`config.mk`:
```
export PLATFORM = sky130hd
export DESIGN_NAME = rh_port_block
export DESIGN_NICKNAME = d
export VERILOG_FILES = /design/src/rtl/rh_pkg.sv /design/src/rtl/rh_reset_timer.sv /design/src/rtl/rh_port_unit.sv /design/src/rtl/rh_hub_regs.sv /design/src/rtl/rh_port_block.sv
export SDC_FILE = /design/constraint.sdc
export NUM_CORES = 1
export LEC_CHECK = 0
export BUFFER_PORTS_ARGS = -buffer_cell sky130_fd_sc_hd__buf_2
export CORE_ASPECT_RATIO = 1.75
export CORE_MARGIN = 2
export CORE_UTILIZATION = 30
export CTS_BUF_LIST = sky130_fd_sc_hd__clkbuf_4
export DETAILED_ROUTE_END_ITERATION = 12
export GPL_ROUTABILITY_DRIVEN = 0
export HOLD_SLACK_MARGIN = 0.15
export PLACE_DENSITY = 0.61
export RECOVER_POWER = 25
export SYNTH_ARGS = -nofsm -noshare
export SYNTH_HDL_FRONTEND = slang
export SYNTH_SLANG_ARGS = --single-unit
```
`constraint.sdc`:
```
create_clock -name clk -period 1.9 [get_ports clk]
set_input_delay 0.19 -clock clk [delete_from_list [all_inputs] [get_ports clk]]
set_output_delay 0.19 -clock clk [all_outputs]
set_load 0.05 [all_outputs]
```
`src/rtl/rh_pkg.sv`:
```
package rh_pkg;
  localparam int unsigned WORD_CTRL  = 0;
  localparam int unsigned WORD_DESCA = 1;
  localparam int unsigned WORD_DESCB = 2;
  localparam int unsigned WORD_HUB   = 3;
  localparam int unsigned WORD_PORT0 = 4;

  // chg[0] connect, [1] enable, [2] suspend, [3] spare, [4] reset done
  typedef struct packed {
    logic [4:0] chg;
    logic       pwr;
    logic       rst_act;
    logic       susp;
    logic       ena;
    logic       conn;
  } port_state_t;

  function automatic logic [31:0] pack_port(port_state_t s);
    return {11'b0, s.chg, 7'b0, s.pwr, 3'b0, s.rst_act, 1'b0, s.susp, s.ena, s.conn};
  endfunction
endpackage

```
`src/rtl/rh_reset_timer.sv`:
```
module rh_reset_timer #(
  parameter int unsigned RESET_TICKS = 10
) (
  input  logic clk,
  input  logic rst_n,
  input  logic start,
  input  logic keep,
  input  logic tick,
  output logic expire,
  output logic busy
);
  localparam int unsigned CNT_W = $clog2(RESET_TICKS + 1);

  logic [CNT_W-1:0] cnt_q, cnt_d;

  assign busy   = (cnt_q != '0);
  assign expire = tick && (cnt_q == CNT_W'(1));

  always_comb begin
    cnt_d = cnt_q;
    if (!keep)
      cnt_d = '0;
    else if (start)
      cnt_d = CNT_W'(RESET_TICKS);
    else if (tick && busy)
      cnt_d = cnt_q - CNT_W'(1);
  end

  always_ff @(posedge clk or negedge rst_n) begin
    if (!rst_n)
      cnt_q <= '0;
    else
      cnt_q <= cnt_d;
  end
endmodule

```
`src/rtl/rh_port_unit.sv`:
```
module rh_port_unit
  import rh_pkg::*;
#(
  parameter int unsigned RESET_TICKS = 10
) (
  input  logic        clk,
  input  logic        rst_n,
  input  logic        dev_present,
  input  logic        tick,
  input  logic        wr_sel,
  input  logic [3:0]  be,
  input  logic [31:0] wdata,
  input  logic        glb_on,
  input  logic        glb_off,
  input  logic        bus_rst,
  input  logic        mark_conn,
  input  logic        pwr_ok,
  output port_state_t st
);
  port_state_t st_q, st_d;
  logic        pres_q;
  logic        start, tmr_expire, tmr_busy;
  logic        wb0, wb1, wb2;

  assign wb0 = wr_sel && be[0];
  assign wb1 = wr_sel && be[1] && pwr_ok;
  assign wb2 = wr_sel && be[2];
  assign st  = st_q;

  rh_reset_timer #(.RESET_TICKS(RESET_TICKS)) i_timer (
    .clk    (clk),
    .rst_n  (rst_n),
    .start  (start),
    .keep   (st_d.rst_act),
    .tick   (tick),
    .expire (tmr_expire),
    .busy   (tmr_busy)
  );

  always_comb begin
    st_d  = st_q;
    start = 1'b0;
    if (tmr_expire) begin
      st_d.rst_act = 1'b0;
      st_d.chg[4]  = 1'b1;
    end
    if (pres_q != dev_present) begin
      st_d.conn   = dev_present;
      st_d.chg[0] = 1'b1;
      if (!dev_present) begin
        st_d.ena     = 1'b0;
        st_d.susp    = 1'b0;
        st_d.rst_act = 1'b0;
      end
    end
    if (glb_off) begin
      st_d.pwr     = 1'b0;
      st_d.conn    = 1'b0;
      st_d.ena     = 1'b0;
      st_d.susp    = 1'b0;
      st_d.rst_act = 1'b0;
      st_d.chg     = st_d.chg & 5'b01000;
    end
    if (glb_on)
      st_d.pwr = 1'b1;
    if (bus_rst)
      st_d.chg = 5'b10110;
    if (mark_conn) begin
      if (!st_d.conn)
        st_d.chg[0] = 1'b1;
      st_d.conn = 1'b1;
    end
    if (wb0) begin
      if (wdata[4]) begin
        if (st_d.conn) begin
          st_d.rst_act = 1'b1;
          start        = 1'b1;
        end else begin
          st_d.chg[0] = 1'b1;
        end
      end
      if (wdata[3])
        st_d.susp = 1'b0;
      if (wdata[2])
        st_d.susp = 1'b1;
      if (wdata[3] && st_q.susp && !st_d.susp)
        st_d.chg[2] = 1'b1;
      if (wdata[1]) begin
        if (st_d.conn) st_d.ena = 1'b1;
        else           st_d.chg[0] = 1'b1;
      end
      if (wdata[0]) begin
        if (st_d.conn) st_d.ena = 1'b0;
        else           st_d.chg[0] = 1'b1;
      end
    end
    if (wb1) begin
      if (wdata[9]) begin
        st_d.pwr     = 1'b0;
        st_d.conn    = 1'b0;
        st_d.ena     = 1'b0;
        st_d.susp    = 1'b0;
        st_d.rst_act = 1'b0;
        st_d.chg     = st_d.chg & 5'b01000;
      end
      if (wdata[8])
        st_d.pwr = 1'b1;
    end
    if (wb2)
      st_d.chg = st_d.chg & ~wdata[20:16];
  end

  always_ff @(posedge clk or negedge rst_n) begin
    if (!rst_n) begin
      st_q   <= '0;
      pres_q <= 1'b0;
    end else begin
      st_q   <= st_d;
      pres_q <= dev_present;
    end
  end

  // the timer only runs while the port is in reset
  p_timer_in_reset_r3: assert property (@(posedge clk) disable iff (!rst_n)
    tmr_busy |-> st_q.rst_act);

  // an enabled port is always a connected one
  p_enable_connected_r5: assert property (@(posedge clk) disable iff (!rst_n)
    st_q.ena |-> st_q.conn);

  // a command needing a device on an empty port flags connect change
  p_empty_cmd_flags_r4: assert property (@(posedge clk) disable iff (!rst_n)
    (!st_q.conn && wb0 && (wdata[4] || wdata[1] || wdata[0])
     && !(be[2] && wdata[16]) && !(wb1 && wdata[9])) |=> st_q.chg[0]);

  // a global power-off leaves the port unpowered
  p_power_off_r8: assert property (@(posedge clk) disable iff (!rst_n)
    (glb_off && !glb_on && !(wb1 && wdata[8])) |=> !st_q.pwr);
endmodule

```
`src/rtl/rh_hub_regs.sv`:
```
module rh_hub_regs
  import rh_pkg::*;
#(
  parameter int unsigned NPORTS = 2,
  parameter int unsigned ADDR_W = 4
) (
  input  logic              clk,
  input  logic              rst_n,
  input  logic              bus_wr,
  input  logic [ADDR_W-1:0] bus_addr,
  input  logic [3:0]        bus_be,
  input  logic [31:0]       bus_wdata,
  output logic [1:0]        fstate,
  output logic [1:0]        pmode,
  output logic [NPORTS-1:0] removable,
  output logic [NPORTS-1:0] pmask,
  output logic              hub_b15,
  output logic [NPORTS-1:0] glb_on,
  output logic [NPORTS-1:0] glb_off,
  output logic              bus_rst,
  output logic [NPORTS-1:0] mark_conn,
  output logic [NPORTS-1:0] pwr_ok
);
  logic [1:0]        fstate_q, fstate_d;
  logic [1:0]        pmode_q, pmode_d;
  logic [NPORTS-1:0] rem_q, rem_d;
  logic [NPORTS-1:0] pmask_q, pmask_d;
  logic              b15_q, b15_d;
  logic              w_ctrl, w_desca, w_descb, w_hub;
  logic              all_on, g_on_cmd, g_off_cmd;

  assign w_ctrl  = bus_wr && (bus_addr == ADDR_W'(WORD_CTRL));
  assign w_desca = bus_wr && (bus_addr == ADDR_W'(WORD_DESCA));
  assign w_descb = bus_wr && (bus_addr == ADDR_W'(WORD_DESCB));
  assign w_hub   = bus_wr && (bus_addr == ADDR_W'(WORD_HUB));

  assign all_on    = w_desca && bus_be[1] && bus_wdata[9];
  assign g_on_cmd  = w_hub && bus_be[2] && bus_wdata[16];
  assign g_off_cmd = w_hub && bus_be[0] && bus_wdata[0];
  assign bus_rst   = w_ctrl && bus_be[0] && (bus_wdata[7:6] == 2'b00);

  generate
    for (genvar i = 0; i < NPORTS; i++) begin : g_port_ctl
      logic follows_glb;
      assign follows_glb  = (pmode_q == 2'd0) || ((pmode_q == 2'd1) && !pmask_q[i]);
      assign glb_on[i]    = (g_on_cmd && follows_glb) || all_on;
      assign glb_off[i]   = g_off_cmd && follows_glb;
      assign mark_conn[i] = w_descb && bus_be[0] && !bus_wdata[1+i];
      assign pwr_ok[i]    = (pmode_q == 2'd1) && pmask_q[i];
    end
  endgenerate

  always_comb begin
    fstate_d = fstate_q;
    pmode_d  = pmode_q;
    rem_d    = rem_q;
    pmask_d  = pmask_q;
    b15_d    = b15_q;
    if (w_ctrl && bus_be[0])
      fstate_d = bus_wdata[7:6];
    if (w_desca && bus_be[1])
      pmode_d = bus_wdata[9:8];
    if (w_descb && bus_be[0])
      rem_d = bus_wdata[NPORTS:1];
    if (w_descb && bus_be[2])
      pmask_d = bus_wdata[16+NPORTS:17];
    if (w_hub && bus_be[1] && bus_wdata[15])
      b15_d = 1'b1;
    if (w_hub && bus_be[3] && bus_wdata[31])
      b15_d = 1'b0;
  end

  always_ff @(posedge clk or negedge rst_n) begin
    if (!rst_n) begin
      fstate_q <= 2'd0;
      pmode_q  <= 2'd0;
      rem_q    <= '0;
      pmask_q  <= '0;
      b15_q    <= 1'b0;
    end else begin
      fstate_q <= fstate_d;
      pmode_q  <= pmode_d;
      rem_q    <= rem_d;
      pmask_q  <= pmask_d;
      b15_q    <= b15_d;
    end
  end

  assign fstate    = fstate_q;
  assign pmode     = pmode_q;
  assign removable = rem_q;
  assign pmask     = pmask_q;
  assign hub_b15   = b15_q;

  // a set of bit 15 without a clear in the same write leaves it set
  p_hub_bit15_set_r12: assert property (@(posedge clk) disable iff (!rst_n)
    (w_hub && bus_be[1] && bus_wdata[15] && !(bus_be[3] && bus_wdata[31])) |=> hub_b15);
endmodule

```
`src/rtl/rh_port_block.sv`:
```
module rh_port_block
  import rh_pkg::*;
#(
  parameter int unsigned NPORTS      = 2,
  parameter int unsigned ADDR_W      = 4,
  parameter int unsigned RESET_TICKS = 10
) (
  input  logic              clk,
  input  logic              rst_n,
  input  logic              bus_wr,
  input  logic [ADDR_W-1:0] bus_addr,
  input  logic [3:0]        bus_be,
  input  logic [31:0]       bus_wdata,
  input  logic [ADDR_W-1:0] rd_addr,
  output logic [31:0]       rd_data,
  input  logic              reset_tick,
  input  logic [NPORTS-1:0] dev_present
);
  logic [1:0]        fstate, pmode;
  logic [NPORTS-1:0] removable, pmask, glb_on, glb_off, mark_conn, pwr_ok;
  logic              hub_b15, bus_rst;
  port_state_t       pst [NPORTS];

  rh_hub_regs #(.NPORTS(NPORTS), .ADDR_W(ADDR_W)) i_hub (
    .clk       (clk),
    .rst_n     (rst_n),
    .bus_wr    (bus_wr),
    .bus_addr  (bus_addr),
    .bus_be    (bus_be),
    .bus_wdata (bus_wdata),
    .fstate    (fstate),
    .pmode     (pmode),
    .removable (removable),
    .pmask     (pmask),
    .hub_b15   (hub_b15),
    .glb_on    (glb_on),
    .glb_off   (glb_off),
    .bus_rst   (bus_rst),
    .mark_conn (mark_conn),
    .pwr_ok    (pwr_ok)
  );

  generate
    for (genvar i = 0; i < NPORTS; i++) begin : g_port
      logic wr_sel;
      assign wr_sel = bus_wr && (bus_addr == ADDR_W'(WORD_PORT0 + i));
      rh_port_unit #(.RESET_TICKS(RESET_TICKS)) i_unit (
        .clk         (clk),
        .rst_n       (rst_n),
        .dev_present (dev_present[i]),
        .tick        (reset_tick),
        .wr_sel      (wr_sel),
        .be          (bus_be),
        .wdata       (bus_wdata),
        .glb_on      (glb_on[i]),
        .glb_off     (glb_off[i]),
        .bus_rst     (bus_rst),
        .mark_conn   (mark_conn[i]),
        .pwr_ok      (pwr_ok[i]),
        .st          (pst[i])
      );
    end
  endgenerate

  always_comb begin
    rd_data = 32'h0;
    if (rd_addr == ADDR_W'(WORD_CTRL))
      rd_data[7:6] = fstate;
    else if (rd_addr == ADDR_W'(WORD_DESCA))
      rd_data = {22'h0, pmode, 8'(NPORTS)};
    else if (rd_addr == ADDR_W'(WORD_DESCB)) begin
      rd_data[NPORTS:1]      = removable;
      rd_data[16+NPORTS:17]  = pmask;
    end else if (rd_addr == ADDR_W'(WORD_HUB))
      rd_data[15] = hub_b15;
    else begin
      for (int i = 0; i < NPORTS; i++)
        if (rd_addr == ADDR_W'(WORD_PORT0 + i))
          rd_data = pack_port(pst[i]);
    end
  end
endmodule

```
# Word-level counts from Yosys, hierarchy flattened

Cells that the tools add are included.

Output and inout port bits: 32
Input port bits: 50
Register bits after elaboration: 39
Logic and storage cells: 204

Muxes and demuxes: 98
Eq/ne operators: 17
Reductions and logical operators: 63
Bitwise logic cells: 3
Add/sub/neg operators: 2

Operator list:

| operator                                            | number |
|---|---|
| 2-to-1 mux 1 bit                                    | 64 |
| 2-to-1 mux 10 bit                                   | 6 |
| logical AND 1 bit                                   | 46 |
| 2-to-1 mux 21 bit                                   | 2 |
| 2-to-1 mux 32 bit                                   | 1 |
| 2-to-1 mux 4 bit                                    | 8 |
| 2-to-1 mux 5 bit                                    | 5 |
| 2-to-1 mux 24 bit                                   | 1 |
| equality test 4 x 1 -> 1 bit, second input constant | 4 |
| equality test 4 x 2 -> 1 bit, second input constant | 4 |
| equality test 4 x 3 -> 1 bit, second input constant | 4 |
| 2-to-1 mux 15 bit                                   | 1 |
| 2-to-1 mux 14 bit                                   | 1 |
| 2-to-1 mux 3 bit                                    | 4 |
| bitwise AND 5 bit                                   | 2 |
| zero test 4 bit                                     | 2 |
| 2-to-1 mux 2 bit                                    | 4 |
| nonzero test 4 bit                                  | 2 |
| subtractor 4 x 1 -> 4 bit, second input constant    | 2 |
| zero test 1 bit                                     | 6 |
| 2-to-1 mux 6 bit                                    | 1 |
| != test 3 x 2 -> 1 bit, second input constant       | 2 |
| NOT 5 bit                                           | 1 |
| zero test 2 bit                                     | 2 |
| other kinds (4)                                     | 8 |

# Logic depth before layout (Yosys ltp)

Gate-level depths: netlist of run 1.

Depth after elaboration: 22
Gate-level depth with buffers: 7
Depth with buffers taken out: 7

# Cells and area by module

From an unflattened synthesis of run 1, not the netlist that was laid out.

Cells, all modules: 259
Area, all modules: 2503.7 um2

Modules (own cells, without submodules):

| module         | area each (um2) | cells each | sequential area each (um2) | instances |
|---|---|---|---|---|
| rh_port_unit   | 545.5           | 55         | 275.3                      | 2 |
| rh_reset_timer | 259.0           | 28         | 100.1                      | 2 |
| rh_hub_regs    | 491.7           | 39         | 225.2                      | 1 |
| rh_port_block  | 402.9           | 54         | 0.0                        | 1 |

# Worst setup path before layout of run 1

Ideal clock, no wire load.

Path type: input to output
From: in rd_addr[0]
To: out rd_data[8]
Stages on the path: 4
Path buffers: 2
Slack: -289 ps
Data arrival time: 1999 ps
Required time: 1710 ps
Cell sequence: clkbuf_1 buf_1 a22oi_1 nor3_1

Longest elaborated chain between the ends: 7
Elaborated cells between the ends (all ways): 12
Those cells by class: 5 x eq/ne; 6 x mux; 1 x reduce/logical

Ends and longest elaborated chain:

| what                            | line                | text |
|---|---|---|
| start: declaration              | rh_port_block.sv:14 | `input logic [ADDR_W-1:0] rd_addr,` |
| equality test 4 x 3 -> 1 bit    | rh_port_block.sv:78 | `if (rd_addr == ADDR_W'(WORD_PORT0 + i))` |
| 2-to-1 mux 21 bit (2 in series) | rh_port_block.sv:78 |  |
| 2-to-1 mux 15 bit               | rh_port_block.sv:74 | `end else if (rd_addr == ADDR_W'(WORD_HUB))` |
| 2-to-1 mux 14 bit               | rh_port_block.sv:71 | `else if (rd_addr == ADDR_W'(WORD_DESCB)) begin` |
| 2-to-1 mux 32 bit               | rh_port_block.sv:69 | `else if (rd_addr == ADDR_W'(WORD_DESCA))` |
| 2-to-1 mux 24 bit *             | rh_port_block.sv:67 | `if (rd_addr == ADDR_W'(WORD_CTRL))` |
| end: declaration                | rh_port_block.sv:15 | `output logic [31:0] rd_data,` |

Mark *: on every way between the ends. The rest lies on a longest branch, timed or not.

# Worst setup path in the final report of run 1

From: in bus_wdata[0]
To: reg g_port[1].i_unit.i_timer.cnt_q[3]

Longest elaborated chain between the ends: 10
Elaborated cells between the ends (all ways): 15
Those cells by class: 1 x eq/ne; 12 x mux; 2 x reduce/logical

Ends and longest elaborated chain:

| what                                                                               | line                 | text |
|---|---|---|
| start: declaration                                                                 | rh_port_block.sv:13  | `input logic [31:0] bus_wdata,` |
| logical AND 1 bit *                                                                | rh_hub_regs.sv:39    | `assign g_off_cmd = w_hub && bus_be[0] && bus_wdata[0];` |
| logical AND 1 bit *                                                                | rh_hub_regs.sv:47    | `assign glb_off[i] = g_off_cmd && follows_glb;` |
| 2-to-1 mux 10 bit *                                                                | rh_port_unit.sv:56   | `if (glb_off) begin` |
| 2-to-1 mux 1 bit                                                                   | rh_port_unit.sv:68   | `if (mark_conn) begin` |
| 2-to-1 mux 1 bit                                                                   | rh_port_unit.sv:75   | `if (st_d.conn) begin` |
| 2-to-1 mux 1 bit                                                                   | rh_port_unit.sv:74   | `if (wdata[4]) begin` |
| 2-to-1 mux 3 bit                                                                   | rh_port_unit.sv:73   | `if (wb0) begin` |
| 2-to-1 mux 10 bit                                                                  | rh_port_unit.sv:98   | `if (wdata[9]) begin` |
| 2-to-1 mux 10 bit                                                                  | rh_port_unit.sv:97   | `if (wb1) begin` |
| != test 3 x 2 -> 1 bit (no source line) / 2-to-1 mux 4 bit (equally long branches) | --                   |  |
| end signal: assignment                                                             | rh_reset_timer.sv:33 | `cnt_q <= cnt_d;` |
| end: declaration                                                                   | rh_reset_timer.sv:14 | `logic [CNT_W-1:0] cnt_q, cnt_d;` |

Marks and branches as above.
A chain may end at the register's enable or synchronous reset.

==> impl_metrics.json, run 1 <==
{
  "ys_seq_area_share_pct": 38.24,
  "overflow": 0,
  "wl_per_cell_um": 16.32,
  "power.density_mw_per_mm2": 602.5,
  "clk_latency_ns": 0.36,
  "vias_per_cell": 5.267,
  "finalHoldViolations": 0,
  "final_cell_mix": "buf_2 (47), dfrtp_1 (39), a21oi_1 (27)",
  "p_leak_nw": 1.394,
  "multi_input_area_mm2": 0.001453,
  "crit_path_end_kind": "flop",
  "netlist_instances": 285,
  "period_share_pct": 95.80,
  "cp_max_fo": 5,
  "cp_cell_sequence": "dlygate4sd3_1 > buf_2 > and4_1 > a31oi_2 > nand3_1 > or2_0 > a21oi_1",
  "core_area_mm2": 0.008258,
  "fin_nets": 406,
  "crit_slowest_cell": "dlygate4sd3_1",
  "grt_pass1_wl_um": 11410,
  "start_util_pct": 30.91,
  "tightest_slew_ns": 0.9710,
  "outcome": "finished, final reports clean",
  "fin_util_pct": 37.17,
  "worstPathRequired_ns": 2.20,
  "synth_edf_count": 0,
  "ios": 82,
  "slowest_delay_ns": 0.54,
  "die_h_um": 126.0,
  "yosysUniqueCellTypes": 58,
  "port-buffer-count": 47,
  "die_width_um": 73.73,
  "dpl.hpwl_um": 5725,
  "drive_above_1_share_pct": 25.50,
  "fin_ws_ns": 0.07973,
  "vdd_drop_max_v": 0.0003996,
  "drc": 0,
  "maxCapViolCount": 0,
  "netlist_area_mm2": 0.002552,
  "regArea_um2": 975.9,
  "final-max-slew-violation-count": 0,
  "grt_pass1_vias": 2324,
  "async_flop_share_pct": 100.0,
  "area_growth_pct": 20.24,
  "cts_buffers": 5,
  "drtIter0Drc": 100,
  "grt_use_total_pct": 16.23,
  "die_area_mm2": 0.009291,
  "synth.avg_cell_area_um2": 8.956,
  "cts.path.max_buffers": 2,
  "wirelength_um": 7279,
  "tritoncts": "yes",
  "antenna_found_initial": 1,
  "setup_viol_count_final": 0,
  "ys_ff_latch": 39,
  "firstDrtPassIters": 4,
  "clkSinkCount": 39,
  "worstPathArrival_ns": 2.12,
  "ys.flop_type": "dfrtp_1",
  "final_common_cell": "buf_2",
  "hp-class": "input port to flop",
  "crit_type": "input port to flop",
  "max_slew_margin_pct": 35.26,
  "place_ws_ns": 0.1565,
  "postRouteAntennaNets": 0,
  "finalPower_mw": 1.849,
  "yosys.area.top_type": "dfrtp_1",
  "rows": 44,
  "rsz0062_at_grt": "no",
  "clk_pin_slew_ns": 0.13,
  "fillers": 868,
  "startpoint_type": "input port",
  "num_vias": 2349,
  "ys_top_cells_by_area": "dfrtp_1 (38%), buf_4 (5.6%), a21oi_1 (5.3%)",
  "period_needed_ns": 1.820,
  "cts_setup_buffers": 0,
  "fmax_ghz": 0.5494,
  "cts_root_buf": "clkbuf_4",
  "synth_top_area_share_pct": 38.24,
  "grt_max_degree": 40,
  "htree_levels": 2,
  "clock_skew_ns": 0.01670,
  "ys.warnings.count": 0
}
-- layout make-up --
cell class                 instances  area share, %
multi-input combinational        227          47.33
sequential                        39          31.80
timing repair buffer              69          14.11
tap                               92          3.751
clock buffer                       5          1.223
inverter                          10          1.223
clock inverter                     3         0.4892
antenna                            1        0.08153
-- power by group --
| group | switching [mW] | internal [mW] |
|---|---|---|
| Combinational | 0.291 | 0.168 |
| Clock | 0.280 | 0.138 |
| Sequential | 0.0642 | 0.907 |
| Total | 0.636 | 1.21 |
-- through the flow --
step / setup TNS [ns] / hold slack [ns] / std cells / area [um^2]
after detailed placement: 0 / 0.1755 / 423 / 2878
after global routing: 0 / 0.1868 / 446 / 3069
after CTS: 0 / 0.1741 / 445 / 3070
after floorplan: -0.1731 / -0.1056 / 302 / 2626
after global placement: 0 / 0.1699 / 423 / 2878
final: 0 / 0.1934 / 446 / 3069
-- metal layers --
metal | up-vias | GRT usage, % | wire, um
met1 | 1105 | 16.01 | 2586
li1 | 1135 | - | -
met5 | - | 0 | 0
met4 | 0 | 9.733 | 312
met2 | 91 | 30.62 | 4117
met3 | 18 | 1.760 | 263
-- worst max-delay path, delay by kind of cell --
family | cells | cell delay (ns)
AND/OR/NAND/NOR | 3 | 0.75
AO/OA/AOI/OAI | 2 | 0.47
buffers and inverters | 2 | 0.70
-- worst paths after layout --
path	from	to	slack [ns]	cells after the start
hold reg to reg	i_hub.fstate[1]	i_hub.fstate[1]	0.51	1
hold / removal	bus_wdata[2]	g_port[1].i_unit.st[2]	0.19	3
setup / recovery	bus_wdata[0]	g_port[1].i_unit.i_timer.cnt_q[3]	0.08	7
max in group asynchronous	rst_n	g_port[1].i_unit.st[8]	0.69	3
setup reg to reg	i_hub.pmode[1]	g_port[0].i_unit.st[1]	0.20	5
min in group asynchronous	rst_n	g_port[0].i_unit.i_timer.cnt_q[2]	0.58	3
-- registers in the layout (all words and copies together) (netlist names) --
register and flops:
i_hub.hub_b15 1, g_port.i_unit.st 20, i_hub.pmode 2, g_port.i_unit.pres_q 2, i_hub.pmask 2, g_port.i_unit.i_timer.cnt_q 8, i_hub.removable 2, i_hub.fstate 2
-- repair_timing --
item,CTS,global route
gates resized for setup,0,2
setup endpoints to repair,0,5
hold buffers,14,0
hold endpoints to repair,54,0
-- synthesized netlist by cell type, types with 3 or more instances --
cell type  number
nand2_1        26
dfrtp_1        39
nor4_1          4
nor3b_1         3
clkbuf_1        4
nor2_1         19
a21oi_1        27
and2_1          3
mux2_2          8
nand3_2         3
o21ai_0        11
and3_1          5
nand4_1         4
nor3_1          9
inv_1          10
buf_4          19
nor2b_1        10
ha_1            4
a31oi_1         7
mux2i_1         8
a32oi_1         3
nand3_1        13
-- cell families after synthesis --
group	share of synthesized area [%]
xor gates and xnor gates	1.373
muxes	6.667
AOI/OAI and AO/OA	16.62
adders and majority gates	2.353
other	0.1469
DFF	38.24
and+or+nand+nor	26.42
buffers and inverters	8.186
No activity file was read; power rests on OpenSTA's default activity.
==> run 2, diff against run 1 <==
--- a/config.mk
+++ b/config.mk
@@ -8,12 +8,13 @@
 export BUFFER_PORTS_ARGS = -buffer_cell sky130_fd_sc_hd__buf_2
 export CORE_ASPECT_RATIO = 1.75
 export CORE_MARGIN = 2
-export CORE_UTILIZATION = 30
+export CORE_UTILIZATION = 25
 export CTS_BUF_LIST = sky130_fd_sc_hd__clkbuf_4
+export CTS_CLUSTER_DIAMETER = 150
 export DETAILED_ROUTE_END_ITERATION = 12
 export GPL_ROUTABILITY_DRIVEN = 0
 export HOLD_SLACK_MARGIN = 0.15
-export PLACE_DENSITY = 0.61
+export PLACE_DENSITY = 0.54
 export RECOVER_POWER = 25
 export SYNTH_ARGS = -nofsm -noshare
 export SYNTH_HDL_FRONTEND = slang
==> run 2 against run 1 <==
Compared with the run above:
- register-to-register slack worse by 0.05 ns
- final area is 1.4% higher
- clock power grew 9.6%
- sequential share of layout area down 0.43 points
- final cell count up 7.4%
- worst setup slack gained 0.039 ns
- via count is 0.94% higher
- sequential cell count unchanged
- critical endpoint is now g_port[1].i_unit.st[1]
==> impl_metrics.json, run 2 (synthesized netlist as in run 1, its figures left out) <==
{
  "clock_skew_ns": 0.01128,
  "htree_levels": 2,
  "port-buffer-count": 47,
  "dp_cells": 457,
  "wirelength_um": 7654,
  "crit_family": "compound AO/OA/AOI/OAI gates",
  "clk_latency_ns": 0.37,
  "period_share_pct": 93.76,
  "clk_pin_slew_ns": 0.12,
  "vdd_drop_max_v": 0.0003297,
  "core_area_mm2": 0.009910,
  "placed_area_mm2": 0.002914,
  "largest_register_ffs": 20,
  "fin_util_pct": 31.40,
  "grt_max_degree": 27,
  "cts.path.max_buffers": 2,
  "fmax_ghz": 0.5613,
  "p_leak_nw": 1.388,
  "r2r-start": "i_hub.pmode[1]",
  "cts_root_buf": "clkbuf_4",
  "crit_type": "input port to flop",
  "num_vias": 2371,
  "firstDrtPassIters": 4,
  "worstPathArrival_ns": 2.04,
  "max_slew_margin_pct": 1.709,
  "final_common_cell": "buf_2",
  "clkSinkCount": 39,
  "worstPathRequired_ns": 2.16,
  "cts_setup_buffers": 0,
  "hp-class": "input port to flop",
  "maxCapViolCount": 0,
  "power.density_mw_per_mm2": 607.8,
  "rsz0062_at_grt": "no",
  "hold-path-endpoint": "g_port[0].i_unit.st[8]",
  "die_h_um": 137.7,
  "hold_depth": 4,
  "vias_per_cell": 4.950,
  "fin_nets": 406,
  "cp_max_fo": 5,
  "final-max-slew-violation-count": 0,
  "grt_pass1_vias": 2255,
  "wl_per_cell_um": 15.98,
  "overflow": 0,
  "reg2reg_to": "g_port[0].i_unit.st[1]",
  "final_cell_mix": "buf_2 (44), dfrtp_1 (39), a21oi_1 (27)",
  "area_growth_pct": 21.91,
  "slowest_delay_ns": 0.54,
  "rows": 48,
  "drtIter0Drc": 112,
  "postRouteAntennaNets": 0,
  "die_area_mm2": 0.01107,
  "crit_slowest_cell": "dlygate4sd3_1",
  "antenna_found_initial": 1,
  "setup_tns_ns": 0,
  "setup_viol_count_final": 0,
  "period_needed_ns": 1.782,
  "drc": 0,
  "start_util_pct": 25.76,
  "cts_buffers": 5,
  "path_buf_inv": 2,
  "grt_pass1_wl_um": 11610,
  "ios": 82,
  "outcome": "finished, final reports clean",
  "hold_start": "bus_wdata[19]",
  "tightest_slew_ns": 1.474,
  "finalHoldViolations": 0,
  "design_area_mm2": 0.003112,
  "layout.cells.non_filler": 479,
  "die_width_um": 80.38,
  "grt_use_total_pct": 14.08,
  "startpoint_type": "input port",
  "crit_path_end_kind": "flop",
  "dpl.hpwl_um": 6144,
  "cp_cell_sequence": "dlygate4sd3_1 > buf_2 > and4_1 > a31o_2 > o22ai_4 > a32oi_1 > a311oi_1",
  "ff2ff_path_depth": 5,
  "ff2ff_setup_slack_ns": 0.15,
  "tritoncts": "yes",
  "drive_above_1_share_pct": 24.93
}
-- run 2: changes by cell type in the layout (fill, tap and decap cells not counted), sizes merged --
cell | previous run | this run
clkinv | 3 | 1
clkbuf | 6 | 10
dlygate4sd3 | 14 | 13
buf | 54 | 53
-- run 2: how the worst max path moves through the flow --
stage / cells past startpoint / slack (ns) / endpoint / start
after global routing: 5 / 0.03 / g_port[0].i_unit.st[1] / i_hub.pmode[1]
after global placement: 5 / 0.20 / g_port[0].i_unit.i_timer.cnt_q[3] / i_hub.pmode[1]
after detailed placement: 7 / 0.12 / g_port[0].i_unit.i_timer.cnt_q[1] / g_port[0].i_unit.i_timer.cnt_q[0]
after CTS: 7 / 0.04 / g_port[1].i_unit.i_timer.cnt_q[3] / bus_wdata[0]
final: 7 / 0.12 / g_port[1].i_unit.st[1] / bus_wdata[0]
after floorplan: 4 / -0.09 / rd_data[17] / rd_addr[1]
-- run 2: metal layers --
| layer | global-route usage (%) | part of all wire, % |
|---|---|---|
| met1 | 13.38 | 36 |
| met2 | 27.41 | 57 |
| met3 | 1.966 | 3.8 |
| met4 | 8.663 | 3.7 |
| met5 | 0 | 0 |
-- run 2: power breakdown --
group          total (mW)  internal (mW)  leakage (nW)  switching, mW
Clock               0.458          0.173        0.0361          0.285
Sequential          0.971          0.907         0.506         0.0636
Combinational       0.462          0.168         0.846          0.294
Total                1.89           1.25          1.39          0.643
-- run 2: layout make-up --
type	count	area (um^2)
timing repair buffer	69	429.2
tap	125	156.4
antenna	1	2.502
fill	1088	6798
clock buffer	7	52.55
inverter	10	37.54
sequential	39	975.9
clock inverter	1	5.005
multi-input combinational	227	1453
-- run 2: metrics by stage --
stage / setup slack [ns] / power [mW] / hold slack, ns
after floorplan: -0.08653 / 1.296 / -0.1056
after detailed placement: 0.1235 / 1.424 / 0.2387
final: 0.1185 / 1.891 / 0.1634
after CTS: 0.03627 / 1.908 / 0.1566
after global placement: 0.2011 / 1.417 / 0.2395
after global routing: 0.02865 / 1.974 / 0.1786
-- run 2: what timing repair did --
action / in CTS / in global routing
setup endpoints to repair: 0 / 4
hold buffers: 13 / 0
resized for setup: 0 / 2
endpoints found under the hold margin: 37 / 0
-- run 2: worst min-delay path, delay by kind of cell --
family | cells | cell delay, ns
simple gates | 2 | 0.10
buf+inv | 1 | 0.08
compound gates | 1 | 0.14
